## src/rtl/mmu_ctl_pkg.sv

```systemverilog
package mmu_ctl_pkg;

    typedef enum logic [1:0] {
        ST_RUN        = 2'd0,
        ST_STALL_WAIT = 2'd1,
        ST_STALLED    = 2'd2,
        ST_RESET      = 2'd3
    } seq_state_t;

    localparam int unsigned DW = 32;

    // Register offsets, decoded by software.
    localparam logic [7:0] OFS_DIR   = 8'h00;
    localparam logic [7:0] OFS_STAT  = 8'h04;
    localparam logic [7:0] OFS_CMD   = 8'h08;
    localparam logic [7:0] OFS_FADDR = 8'h0C;
    localparam logic [7:0] OFS_LINE  = 8'h10;
    localparam logic [7:0] OFS_RAW   = 8'h14;
    localparam logic [7:0] OFS_CLR   = 8'h18;
    localparam logic [7:0] OFS_MASK  = 8'h1C;
    localparam logic [7:0] OFS_MSKD  = 8'h20;
    localparam logic [7:0] OFS_GATE  = 8'h24;

    // Command codes.
    localparam logic [DW-1:0] CMD_PG_ON    = 32'd0;
    localparam logic [DW-1:0] CMD_PG_OFF   = 32'd1;
    localparam logic [DW-1:0] CMD_STALL_ON = 32'd2;
    localparam logic [DW-1:0] CMD_STALL_OF = 32'd3;
    localparam logic [DW-1:0] CMD_INV_ALL  = 32'd4;
    localparam logic [DW-1:0] CMD_PF_DONE  = 32'd5;
    localparam logic [DW-1:0] CMD_RESET    = 32'd6;

    localparam int unsigned IRQ_N = 2;

endpackage

```

## src/rtl/mmu_stall_fsm.sv

```systemverilog
module mmu_stall_fsm
    import mmu_ctl_pkg::*;
#(
    parameter int unsigned RST_CYC = 8
) (
    input  logic          clk,
    input  logic          rst_n,
    input  logic          cmd_vld,
    input  logic [DW-1:0] cmd_code,
    input  logic          stall_ack,
    output seq_state_t    state,
    output logic          pg_en,
    output logic          stall_req,
    output logic          stall_act,
    output logic          soft_clr,
    output logic          inval_all,
    output logic          pf_done
);
    localparam int unsigned CW = $clog2(RST_CYC + 1);

    seq_state_t    state_q, state_nx;
    logic [CW-1:0] rcnt_q;
    logic          pg_q;
    logic          inval_q;
    logic          go_reset;

    assign go_reset = cmd_vld && (cmd_code == CMD_RESET);

    // State register and the flags the commands set.
    always_ff @(posedge clk or negedge rst_n) begin
        if (!rst_n) begin
            state_q <= ST_RUN;
            rcnt_q  <= '0;
            pg_q    <= 1'b0;
            inval_q <= 1'b0;
        end else begin
            state_q <= state_nx;
            rcnt_q  <= (state_q == ST_RESET) ? rcnt_q + 1'b1 : '0;
            inval_q <= cmd_vld && (cmd_code == CMD_INV_ALL);
            if (go_reset || state_q == ST_RESET)
                pg_q <= 1'b0;
            else if (cmd_vld && cmd_code == CMD_PG_ON)
                pg_q <= 1'b1;
            else if (cmd_vld && cmd_code == CMD_PG_OFF)
                pg_q <= 1'b0;
        end
    end

    // Next-state logic.
    always_comb begin
        state_nx = state_q;
        unique case (state_q)
            ST_RUN: begin
                if (go_reset)
                    state_nx = ST_RESET;
                else if (cmd_vld && cmd_code == CMD_STALL_ON && pg_q)
                    state_nx = ST_STALL_WAIT;
            end
            ST_STALL_WAIT: begin
                if (go_reset)
                    state_nx = ST_RESET;
                else if (cmd_vld && cmd_code == CMD_STALL_OF)
                    state_nx = ST_RUN;
                else if (stall_ack)
                    state_nx = ST_STALLED;
            end
            ST_STALLED: begin
                if (go_reset)
                    state_nx = ST_RESET;
                else if (cmd_vld && cmd_code == CMD_STALL_OF)
                    state_nx = ST_RUN;
            end
            ST_RESET: begin
                if (rcnt_q == CW'(RST_CYC - 1))
                    state_nx = ST_RUN;
            end
        endcase
    end

    // Outputs.
    always_comb begin
        state     = state_q;
        pg_en     = pg_q;
        stall_req = (state_q == ST_STALL_WAIT) || (state_q == ST_STALLED);
        stall_act = (state_q == ST_STALLED);
        soft_clr  = (state_q == ST_RESET);
        inval_all = inval_q;
        pf_done   = cmd_vld && (cmd_code == CMD_PF_DONE);
    end
endmodule

```

## src/rtl/mmu_irq_unit.sv

```systemverilog
module mmu_irq_unit
    import mmu_ctl_pkg::*;
(
    input  logic             clk,
    input  logic             rst_n,
    input  logic             soft_clr,
    input  logic             flt_evt,
    input  logic [DW-1:0]    flt_addr,
    input  logic             flt_wr,
    input  logic             berr_evt,
    input  logic             clr_vld,
    input  logic             msk_vld,
    input  logic [IRQ_N-1:0] wbits,
    input  logic             pf_done,
    output logic [IRQ_N-1:0] raw,
    output logic [IRQ_N-1:0] mask,
    output logic [IRQ_N-1:0] masked,
    output logic             fact,
    output logic [DW-1:0]    faddr,
    output logic             fwr,
    output logic             irq
);
    logic [IRQ_N-1:0] raw_q, msk_q, clr_m, set_m;
    logic             fact_q, fwr_q;
    logic [DW-1:0]    faddr_q;

    assign clr_m = clr_vld ? wbits : '0;
    assign set_m = {berr_evt, flt_evt};

    always_ff @(posedge clk or negedge rst_n) begin
        if (!rst_n) begin
            raw_q   <= '0;
            msk_q   <= '0;
            fact_q  <= 1'b0;
            fwr_q   <= 1'b0;
            faddr_q <= '0;
        end else if (soft_clr) begin
            raw_q   <= '0;
            msk_q   <= '0;
            fact_q  <= 1'b0;
            fwr_q   <= 1'b0;
            faddr_q <= '0;
        end else begin
            raw_q <= (raw_q & ~clr_m) | set_m;
            if (msk_vld)
                msk_q <= wbits;
            if (flt_evt && !fact_q) begin
                fact_q  <= 1'b1;
                faddr_q <= flt_addr;
                fwr_q   <= flt_wr;
            end else if (pf_done) begin
                fact_q <= 1'b0;
            end
        end
    end

    assign raw    = raw_q;
    assign mask   = msk_q;
    assign masked = raw_q & msk_q;
    assign irq    = |(raw_q & msk_q);
    assign fact   = fact_q;
    assign faddr  = faddr_q;
    assign fwr    = fwr_q;
endmodule

```

## src/rtl/mmu_ctl_seq.sv

```systemverilog
module mmu_ctl_seq
    import mmu_ctl_pkg::*;
#(
    parameter int unsigned ADDR_W     = 8,
    parameter int unsigned PAGE_SHIFT = 12,
    parameter int unsigned RST_CYC    = 8
) (
    input  logic              clk,
    input  logic              rst_n,
    input  logic [ADDR_W-1:0] reg_addr_i,
    input  logic              reg_wr_i,
    input  logic [31:0]       reg_wdata_i,
    output logic [31:0]       reg_rdata_o,
    output logic              pg_en_o,
    output logic              stall_req_o,
    input  logic              stall_ack_i,
    output logic              inval_all_o,
    output logic              inval_line_o,
    output logic [31:0]       inval_addr_o,
    output logic              gate_en_o,
    output logic [31:0]       dir_base_o,
    input  logic              fault_evt_i,
    input  logic [31:0]       fault_addr_i,
    input  logic              fault_wr_i,
    input  logic              berr_evt_i,
    input  logic              dp_idle_i,
    input  logic              replay_empty_i,
    output logic              irq_o
);
    localparam logic [DW-1:0] DIR_KEEP = {{(DW-PAGE_SHIFT){1'b1}}, {PAGE_SHIFT{1'b0}}};

    seq_state_t       state;
    logic             wr_ok, soft_clr, stall_act, pf_done;
    logic             fact, fwr;
    logic [DW-1:0]    faddr;
    logic [IRQ_N-1:0] raw, mask, masked;
    logic [DW-1:0]    dir_q, laddr_q;
    logic             line_q, gate_q;
    logic [DW-1:0]    stat_w;

    assign wr_ok = reg_wr_i && !soft_clr;

    mmu_stall_fsm #(.RST_CYC(RST_CYC)) u_fsm (
        .clk       (clk),
        .rst_n     (rst_n),
        .cmd_vld   (wr_ok && reg_addr_i == ADDR_W'(OFS_CMD)),
        .cmd_code  (reg_wdata_i),
        .stall_ack (stall_ack_i),
        .state     (state),
        .pg_en     (pg_en_o),
        .stall_req (stall_req_o),
        .stall_act (stall_act),
        .soft_clr  (soft_clr),
        .inval_all (inval_all_o),
        .pf_done   (pf_done)
    );

    mmu_irq_unit u_irq (
        .clk      (clk),
        .rst_n    (rst_n),
        .soft_clr (soft_clr),
        .flt_evt  (fault_evt_i),
        .flt_addr (fault_addr_i),
        .flt_wr   (fault_wr_i),
        .berr_evt (berr_evt_i),
        .clr_vld  (wr_ok && reg_addr_i == ADDR_W'(OFS_CLR)),
        .msk_vld  (wr_ok && reg_addr_i == ADDR_W'(OFS_MASK)),
        .wbits    (reg_wdata_i[IRQ_N-1:0]),
        .pf_done  (pf_done),
        .raw      (raw),
        .mask     (mask),
        .masked   (masked),
        .fact     (fact),
        .faddr    (faddr),
        .fwr      (fwr),
        .irq      (irq_o)
    );

    // Plain storage registers and the line-invalidate pulse.
    always_ff @(posedge clk or negedge rst_n) begin
        if (!rst_n) begin
            dir_q   <= '0;
            gate_q  <= 1'b0;
            line_q  <= 1'b0;
            laddr_q <= '0;
        end else if (soft_clr) begin
            dir_q   <= '0;
            gate_q  <= 1'b0;
            line_q  <= 1'b0;
            laddr_q <= '0;
        end else begin
            if (wr_ok && reg_addr_i == ADDR_W'(OFS_DIR))
                dir_q <= reg_wdata_i & DIR_KEEP;
            if (wr_ok && reg_addr_i == ADDR_W'(OFS_GATE))
                gate_q <= reg_wdata_i[0];
            line_q <= wr_ok && reg_addr_i == ADDR_W'(OFS_LINE);
            if (wr_ok && reg_addr_i == ADDR_W'(OFS_LINE))
                laddr_q <= reg_wdata_i;
        end
    end

    assign stat_w = {~stall_act, 25'd0, fwr, replay_empty_i,
                     dp_idle_i && !soft_clr, stall_act, fact, pg_en_o};

    always_comb begin
        reg_rdata_o = '0;
        unique case (reg_addr_i)
            ADDR_W'(OFS_DIR):   reg_rdata_o = dir_q;
            ADDR_W'(OFS_STAT):  reg_rdata_o = stat_w;
            ADDR_W'(OFS_FADDR): reg_rdata_o = faddr;
            ADDR_W'(OFS_RAW):   reg_rdata_o = DW'(raw);
            ADDR_W'(OFS_MASK):  reg_rdata_o = DW'(mask);
            ADDR_W'(OFS_MSKD):  reg_rdata_o = DW'(masked);
            ADDR_W'(OFS_GATE):  reg_rdata_o = DW'(gate_q);
            default:            reg_rdata_o = '0;
        endcase
    end

    assign inval_line_o = line_q;
    assign inval_addr_o = laddr_q;
    assign gate_en_o    = gate_q;
    assign dir_base_o   = dir_q;
endmodule

```

## config.mk

```make
export PLATFORM = sky130hd
export DESIGN_NAME = mmu_ctl_seq
export DESIGN_NICKNAME = d
export VERILOG_FILES = /design/src/rtl/mmu_ctl_pkg.sv /design/src/rtl/mmu_stall_fsm.sv /design/src/rtl/mmu_irq_unit.sv /design/src/rtl/mmu_ctl_seq.sv
export SDC_FILE = /design/constraint.sdc
export NUM_CORES = 1
export LEC_CHECK = 0
export BUFFER_PORTS_ARGS = -buffer_cell sky130_fd_sc_hd__buf_2
export CAP_MARGIN = 30
export CORE_MARGIN = 4
export CORE_UTILIZATION = 29
export DETAILED_ROUTE_END_ITERATION = 8
export GPL_TIMING_DRIVEN = 1
export PLACE_DENSITY_LB_ADDON = 0.25
export SYNTH_ARGS = -nofsm -noshare
export SYNTH_HDL_FRONTEND = slang
export SYNTH_SLANG_ARGS = --single-unit
export TNS_END_PERCENT = 100
```

## constraint.sdc

```tcl
create_clock -name clk -period 5.2 [get_ports clk]
set_input_delay 1.04 -clock clk [delete_from_list [all_inputs] [get_ports clk]]
set_output_delay 1.04 -clock clk [all_outputs]
set_load 0.02 [all_outputs]
```

==> results.txt, run 1 <==
Adder-Cell Fraction of Synth Area: 1.62%
Starting Density: 30.1%
Post-route clock period utilization: 74.4%
HP Class: reg -> reg
Synth Area in XOR/XNOR: 0.378%
Setup violators final: 0
Avg Cell Area, Syn: 9.87 um^2
Vias: 4,097
DRT Pass-1 Iters: 4
Post-CTS sizing: 0
Leak pwr: 3.13 nW
Final Max Slew Viols: 0
Yosys cell types: 43
DRC violations left: 0
Area occupied by multi-input gates: 1950 um^2
Utilization after layout: 39.0%
Sink Count: 100
Endpoint class of the critical path: output port
Die width: 134 um
Synth Cell Area: 4640 um^2
Yosys reg bits: 100
Hold Violations, Final: 0
VDD IR max: 138 uV
Post-CTS Setup Bufs: 0
Yosys top cell area share: 54.0%
Layout area overhead: 29.6%
Gpl congestion: 0.894
Filler cell count: 1,599
Met1 Usage GRT: 22.2%
Port bufs: 170
Relative slew slack: 40.6%
Initial antenna violation count: 0
Post-Place Cells: 827
Number of core rows: 45
Register Area: 2500 um^2
Met2 Track Usage GR: 25.3%
Fin nets: 714
Busiest grt layer: met2
CP Max Fanout: 32
Sequential fraction of the synthesis area: 54.0%
Most frequent cells in the layout: buf_2, nand2_1, dfrtp_1, a22o_1, o21ai_0
Setup CP Type: in -> out
Clk_skew: 0.00896 ns
GR Util met3: 3.50%
CTS root buf: clkbuf_16
Commonest non-fill, non-tap cell in the layout: buf_2
Routed Antenna Nets: 0
CTS tree: yes
IO Pins: 183
Critical Path AT: 2.83 ns
Power density over the cells: 286 nW/um^2
Yosys warns: 0
Die area: 18,100 um^2
Clk slew on worst S/H paths: 0.07 ns
Clk Latency, worst-skew pair: 0.35 ns
Post-route minimum period: 3.87 ns
Clock Path Buffers: 2
Htree depth: 3
Hold WS: 0.460 ns
Setup tns final: 0 ns
Area leader, netlist: dfrtp_1
Req. time, crit path: 4.16 ns
GRT overflow: 0
DRT iter0 DRCs: 214
Final instance area: 6010 um^2
Overall Global Routing Usage: 16.1%
Antenna cells: 0
Synth Area in Simple Gates: 19.3%
Status: completed
Largest net degree at the start of global routing: 55
Post-Synthesis Cells: 470
Core ar.: 15,400 um^2
Critical Path Start Type: primary input
Main area contributors after synthesis: dfrtp_1, a22o_1, nand2_1
Dpl cell area: 5700 um^2
# hold bufs at CTS: 0
Number of global-route vias before repair: 4,176
Max-Cap Viols: 0
Final cell count without fillers: 843
Share of layout cells above drive strength 1: 32.8%
Vias per cell: 4.86
CTS Buf Count: 9
Die height: 134 um
Slew @ Worst Pin: 0.889 ns
Mux share of post-synthesis cell area: 1.51%
Final WL: 14.7 mm
First-pass GRT wire length: 22.9 mm
Main combinational cell family by area after synthesis: simple AND/OR/NAND/NOR gates
DP HPWL: 10.8 mm
Compound-gate portion of the synthesized area: 17.7%
Drt wl/cell: 17.4 um
RSZ-0062 raised after global routing: false
Fmax: 259 MHz
==> logic make-up (layout without fill, tap and decap cells) <==
family | Yosys count | in the layout
compound gates | 110 | 110
xor+xnor | 2 | 2
fa+ha+maj | 6 | 6
buf+inv | 53 | 204
flops | 100 | 100
mux | 7 | 7
other cells | 1 | 12
simple gates | 191 | 191
==> registers in the layout (all words and copies together) (netlist names) <==
name and count:
inval_addr_o 32, dir_base_o 20, gate_en_o 1, u_irq.fwr 1, inval_line_o 1, u_irq.mask 2
u_fsm.inval_all 1, u_fsm.pg_en 1, u_irq.raw 2, u_fsm.rcnt_q 4, u_irq.fact 1, u_irq.faddr 32
u_fsm.state 2
==> area by class of cell <==
| cell class | instances | area share [%] |
|---|---|---|
| flip-flops and latches | 100 | 41.6 |
| clock buffers | 9 | 3.75 |
| repair buffers | 178 | 15.7 |
| well taps | 211 | 4.39 |
| clock inverters | 7 | 1.35 |
| multi-input cells | 328 | 32.5 |
| inverters | 10 | 0.625 |
==> synthesized netlist by cell type, drive strengths merged <==
library cell	n
nand2	108
dfrtp	100
a22o	58
o21ai	33
clkbuf	29
nand3	22
nor2	18
buf	14
nor4	12
inv	10
a21oi	7
and2	7
mux2i	7
ha	6
nor3	5
or4	5
or4b	4
nor2b	3
a221o	2
a22oi	2
nand2b	2
o221ai	2
a21o	1
a32o	1
a41oi	1
and3	1
and3b	1
and4	1
conb	1
nand4	1
o211ai	1
o32ai	1
o41ai	1
or3	1
xnor2	1
xor2	1
==> stage by stage <==
stage / setup slack [ns] / power [mW]
after floorplan: 1.32 / 0.948
after global placement: 1.37 / 1.03
after detailed placement: 1.34 / 1.04
after CTS: 1.32 / 1.74
after global routing: 1.18 / 1.79
final: 1.33 / 1.72
==> metal layers <==
| layer | up-vias | share of wire (%) | wire length [um] |
|---|---|---|---|
| met2 | 150 | 46 | 6800 |
| met5 | - | 0 | 0 |
| met1 | 1985 | 46 | 6840 |
| met3 | 14 | 5.9 | 874 |
| li1 | 1948 | - | - |
| met4 | 0 | 1.3 | 191 |
==> worst paths after layout <==
kind                                  from               end  slack [ns]  cells past startpoint
setup reg to reg            u_fsm.state[0]    u_fsm.state[1]        2.78                      6
hold reg to reg            u_fsm.rcnt_q[0]   u_fsm.rcnt_q[0]        0.46                      1
setup / recovery             reg_addr_i[5]    reg_rdata_o[0]        1.33                      7
hold / removal             u_fsm.rcnt_q[0]   u_fsm.rcnt_q[0]        0.46                      1
max in group asynchronous            rst_n    u_fsm.state[1]        3.35                      2
min in group asynchronous            rst_n  inval_addr_o[22]        0.69                      1
==> power breakdown <==
part           leakage (nW)  switching, mW  internal [mW]  total, mW
Clock                 0.147          0.316          0.380      0.697
Sequential             1.33         0.0317          0.824      0.856
Combinational          1.66         0.0972         0.0695      0.167
Total                  3.13          0.445           1.27       1.72
==> critical path, cell delays in order <==
cell      delay (ns)
buf_2           0.11
or4_4           0.60
nor4_2          0.24
buf_4           0.38
a22oi_1         0.15
o211ai_1        0.11
buf_2           0.19
Note: power is estimated with default switching activity, not from simulation.
==> run 2, diff against run 1 <==
- clock period: 5.2 -> 3.5 ns (I/O delays scaled with it)
==> results.txt, run 2 (synthesized netlist as in run 1, its figures left out) <==
Critical Path AT: 2.49 ns
Layout area overhead: 28.8%
Endpoint class of the critical path: output port
R2r setup slk: 1.10 ns
Setup CP Type: in -> out
Gpl congestion: 0.869
Die height: 134 um
Htree depth: 3
CP Max Fanout: 4
DRT iter0 DRCs: 286
Setup violators final: 0
Initial antenna violation count: 0
Fin nets: 714
HP Class: in -> async
Clk slew on worst S/H paths: 0.07 ns
Final setup margin: 0.308 ns
DRC violations left: 0
VDD IR max: 188 uV
Die width: 134 um
Cell with the most instances on the worst path: buf_2
Reg2reg path depth: 6
Most frequent cells in the layout: buf_2, nand2_1, dfrtp_1, a22o_1, o21ai_0
Leak pwr: 3.11 nW
Filler cell count: 1,615
Delay of the slowest critical-path stage: 0.76 ns
Post-CTS sizing: 0
RSZ-0062 raised after global routing: false
CTS tree: yes
Port bufs: 170
Final instance area: 5970 um^2
Max-Cap Viols: 0
Vias: 4,160
Routed Antenna Nets: 0
Slew @ Worst Pin: 0.921 ns
Relative slew slack: 38.5%
Starting Density: 30.1%
Vias per cell: 4.93
Core ar.: 15,400 um^2
IO Pins: 183
Status: completed
CTS root buf: clkbuf_16
Hold WS: 0.355 ns
DRT Pass-1 Iters: 4
Post-Place Cells: 827
Met2 Track Usage GR: 25.1%
GR Util met3: 4.02%
Number of global-route vias before repair: 4,199
Clk_skew: 0.00574 ns
Drt wl/cell: 17.7 um
Power density over the cells: 413 nW/um^2
Largest net degree at the start of global routing: 54
Met1 Usage GRT: 22.1%
First-pass GRT wire length: 23.0 mm
Fmax: 313 MHz
Antenna cells: 0
CTS Buf Count: 9
Number of core rows: 45
Commonest non-fill, non-tap cell in the layout: buf_2
Post-route minimum period: 3.19 ns
Share of layout cells above drive strength 1: 32.8%
Final cell count without fillers: 843
Overall Global Routing Usage: 16.3%
Setup tns final: 0 ns
DP HPWL: 10.8 mm
Setup WS pre-CTS: 0.357 ns
GRT overflow: 0
# hold bufs at CTS: 0
Die area: 18,100 um^2
Final Max Slew Viols: 0
Final WL: 14.9 mm
Critical Path Start Type: primary input
Sink Count: 100
Clock Path Buffers: 2
Clk Latency, worst-skew pair: 0.35 ns
Post-route clock period utilization: 91.2%
Post-CTS Setup Bufs: 0
CP cell instances: buf_2, or4b_2, nor4_1, a22oi_1, o211ai_1, buf_2
Hold Violations, Final: 0
Dpl cell area: 5700 um^2
Worst path slowest cell: or4b_2
Req. time, crit path: 2.80 ns
Busiest grt layer: met2
run 2: cell types whose count changed in the layout (fill, tap and decap cells not counted), sizes merged:
cell	previous run	this run
clkinv	2	3
clkinvlp	1	2
inv	13	12
bufinv	1	0
run 2: layout make-up:
cell class,count,area (um^2),area share [%]
multi-input cells,328,1950,32.7
inverters,10,37.5,0.629
clock buffers,9,225,3.77
repair buffers,178,938,15.7
well taps,211,264,4.42
flip-flops and latches,100,2500,41.9
clock inverters,7,51.3,0.859
run 2: per-layer routing:
layer,up-vias,wire [um]
met1,2040,6830
met3,16,957
met5,-,0
li1,1948,-
met2,156,6890
met4,0,231
run 2: report_power, final:
group | internal [mW] | total, mW | switching, mW | leakage (nW)
clock network | 0.486 | 0.946 | 0.460 | 0.132
registers | 1.22 | 1.27 | 0.0456 | 1.33
logic | 0.105 | 0.250 | 0.145 | 1.65
run 2: stage by stage:
stage | utilization [%] | total power [mW]
4_1_cts | 38.7 | 2.51
5_1_grt | 38.7 | 2.58
3_3_place_gp | 36.9 | 1.54
2_1_floorplan | - | 1.41
3_5_place_dp | 36.9 | 1.54
6_report | 38.7 | 2.47
run 2: final timing paths:
path	end	start
max in group asynchronous	u_irq.faddr[16]	rst_n
min in group clk	u_fsm.rcnt_q[0]	u_fsm.rcnt_q[0]
hold reg to reg	u_fsm.rcnt_q[0]	u_fsm.rcnt_q[0]
setup / recovery	reg_rdata_o[0]	reg_addr_i[5]
setup reg to reg	u_fsm.state[1]	u_fsm.state[0]
hold / removal	inval_addr_o[22]	rst_n
run 2: critical path: cells and delay by family:
kind	cells	cell delay (ns)
and+or+nand+nor	2	1.19
buffers and inverters	2	0.31
AOI/OAI and AO/OA	2	0.29
==> run 3, diff against run 2 <==
- PLACE_DENSITY_LB_ADDON: 0.25 -> default
- RECOVER_POWER: default -> 50
- SKIP_CTS_REPAIR_TIMING: default -> 1
==> results.txt, run 3 (synthesized netlist as in run 1, its figures left out) <==
Routed Antenna Nets: 0
R2r setup slk: 1.05 ns
Commonest non-fill, non-tap cell in the layout: buf_2
Max-Cap Viols: 1
Critical Path Start Type: primary input
CP bufs+invs: 2
Gpl congestion: 0.876
Drt wl/cell: 17.7 um
Clk_skew: 0.00485 ns
Initial antenna violation count: 1
Die height: 134 um
Sink Count: 100
CTS root buf: clkbuf_16
Final Max Slew Viols: 64
VDD IR max: 241 uV
R2r startpoint: u_fsm.state[0]
Port bufs: 170
Largest net degree at the start of global routing: 74
Post-route minimum period: 3.20 ns
Starting Density: 30.1%
CP delay by family, top: simple AND/OR/NAND/NOR gates
Setup tns final: 0 ns
Die area: 18,100 um^2
Clk slew on worst S/H paths: 0.07 ns
Core ar.: 15,400 um^2
Number of global-route vias before repair: 4,336
End of the worst register-to-register path: u_fsm.state[1]
CTS tree: yes
Req. time, crit path: 2.80 ns
Final WL: 15.0 mm
RSZ-0062 raised after global routing: false
CP cell instances: buf_2, or4b_2, nor4_1, a22oi_1, o211ai_1, buf_2
Status: finished, violations left
Final instance area: 5950 um^2
Slew @ Worst Pin: 1.57 ns
GRT overflow: 0
Number of core rows: 45
IO Pins: 183
Die width: 134 um
Worst path depth: 6
Fin nets: 717
Vias: 4,249
Post-route clock period utilization: 91.5%
DP HPWL: 11.1 mm
Hold Violations, Final: 0
Delay of the slowest critical-path stage: 0.75 ns
CTS Buf Count: 9
Cell with the most instances on the worst path: buf_2
Failing checks: capacitance limit, slew limit
Setup violators final: 0
DRT iter0 DRCs: 225
Worst Setup EP: reg_rdata_o[0]
Layout area overhead: 28.3%
Worst Setup SP: reg_addr_i[5]
Critical Path AT: 2.50 ns
Worst path slowest cell: or4b_2
Dpl cell area: 5700 um^2
Endpoint class of the critical path: output port
DRC violations left: 0
Vias per cell: 5.02
Htree depth: 3
Hold WS: 0.359 ns
HP Class: in -> async
DRT Pass-1 Iters: 4
Antenna cells: 0
First-pass GRT wire length: 23.7 mm
Clock Path Buffers: 2
Power density over the cells: 429 nW/um^2
Overall Global Routing Usage: 16.6%
Share of layout cells above drive strength 1: 26.0%
Fmax: 312 MHz
Setup CP Type: in -> out
Relative slew slack: -4.80%
CP Max Fanout: 4
Most frequent cells in the layout: buf_2, nand2_1, dfrtp_1, a22o_1, clkbuf_1
Clk Latency, worst-skew pair: 0.35 ns
Reg2reg path depth: 6
Leak pwr: 2.95 nW
## run 3: changes by cell type in the layout (fill, tap and decap cells not counted)
cell	previous run	this run
and2_0	0	1
inv_6	2	3
clkinvlp_4	2	0
buf_12	2	1
clkbuf_2	0	2
clkbuf_8	0	1
nor2_1	18	17
buf_2	169	125
clkinv_2	2	1
bufinv_16	0	1
clkbuf_1	0	46
and2_1	7	6
nor2_2	0	1
## run 3: area by class of cell
class	count	area, um^2
flip-flops and latches	100	2500
repair buffers	181	881
well taps	211	264
fillers	1628	9480
clock inverters	6	70.1
clock buffers	10	239
inverters	10	37.5
multi-input cells	328	1960
## run 3: layer usage
metal	vias up	routed length, um	global-route usage, %
met2	155	6940	25.3
met3	29	1010	3.80
met5	-	7	0
met1	2097	6660	22.8
met4	2	374	7.01
li1	1966	-	-
## run 3: where the power goes
group	switching, mW	total [mW]	leakage (nW)	internal [mW]
clock	0.454	1.04	0.154	0.582
sequential	0.0463	1.27	1.33	1.22
combinational	0.146	0.244	1.46	0.0978
total	0.647	2.55	2.95	1.90
## run 3: per-stage QoR
stage / worst slack, ns / power [mW] / instances / util, %
6_report: 0.298 / 2.55 / 846 / 38.6
3_3_place_gp: 0.416 / 1.54 / 829 / 37.0
4_1_cts: 0.335 / 2.60 / 845 / 39.0
2_1_floorplan: 0.302 / 1.41 / 481 / -
3_5_place_dp: 0.339 / 1.54 / 829 / 37.0
5_1_grt: 0.195 / 2.67 / 846 / 38.6
## run 3: how the worst min path moves through the flow
stage                               start         endpoint
after floorplan                     rst_n   dir_base_o[12]
after global placement    u_fsm.rcnt_q[0]  u_fsm.rcnt_q[0]
after detailed placement  u_fsm.rcnt_q[0]  u_fsm.rcnt_q[0]
after CTS                 u_fsm.rcnt_q[0]  u_fsm.rcnt_q[0]
after global routing                rst_n   u_fsm.state[0]
final                               rst_n  inval_addr_o[7]
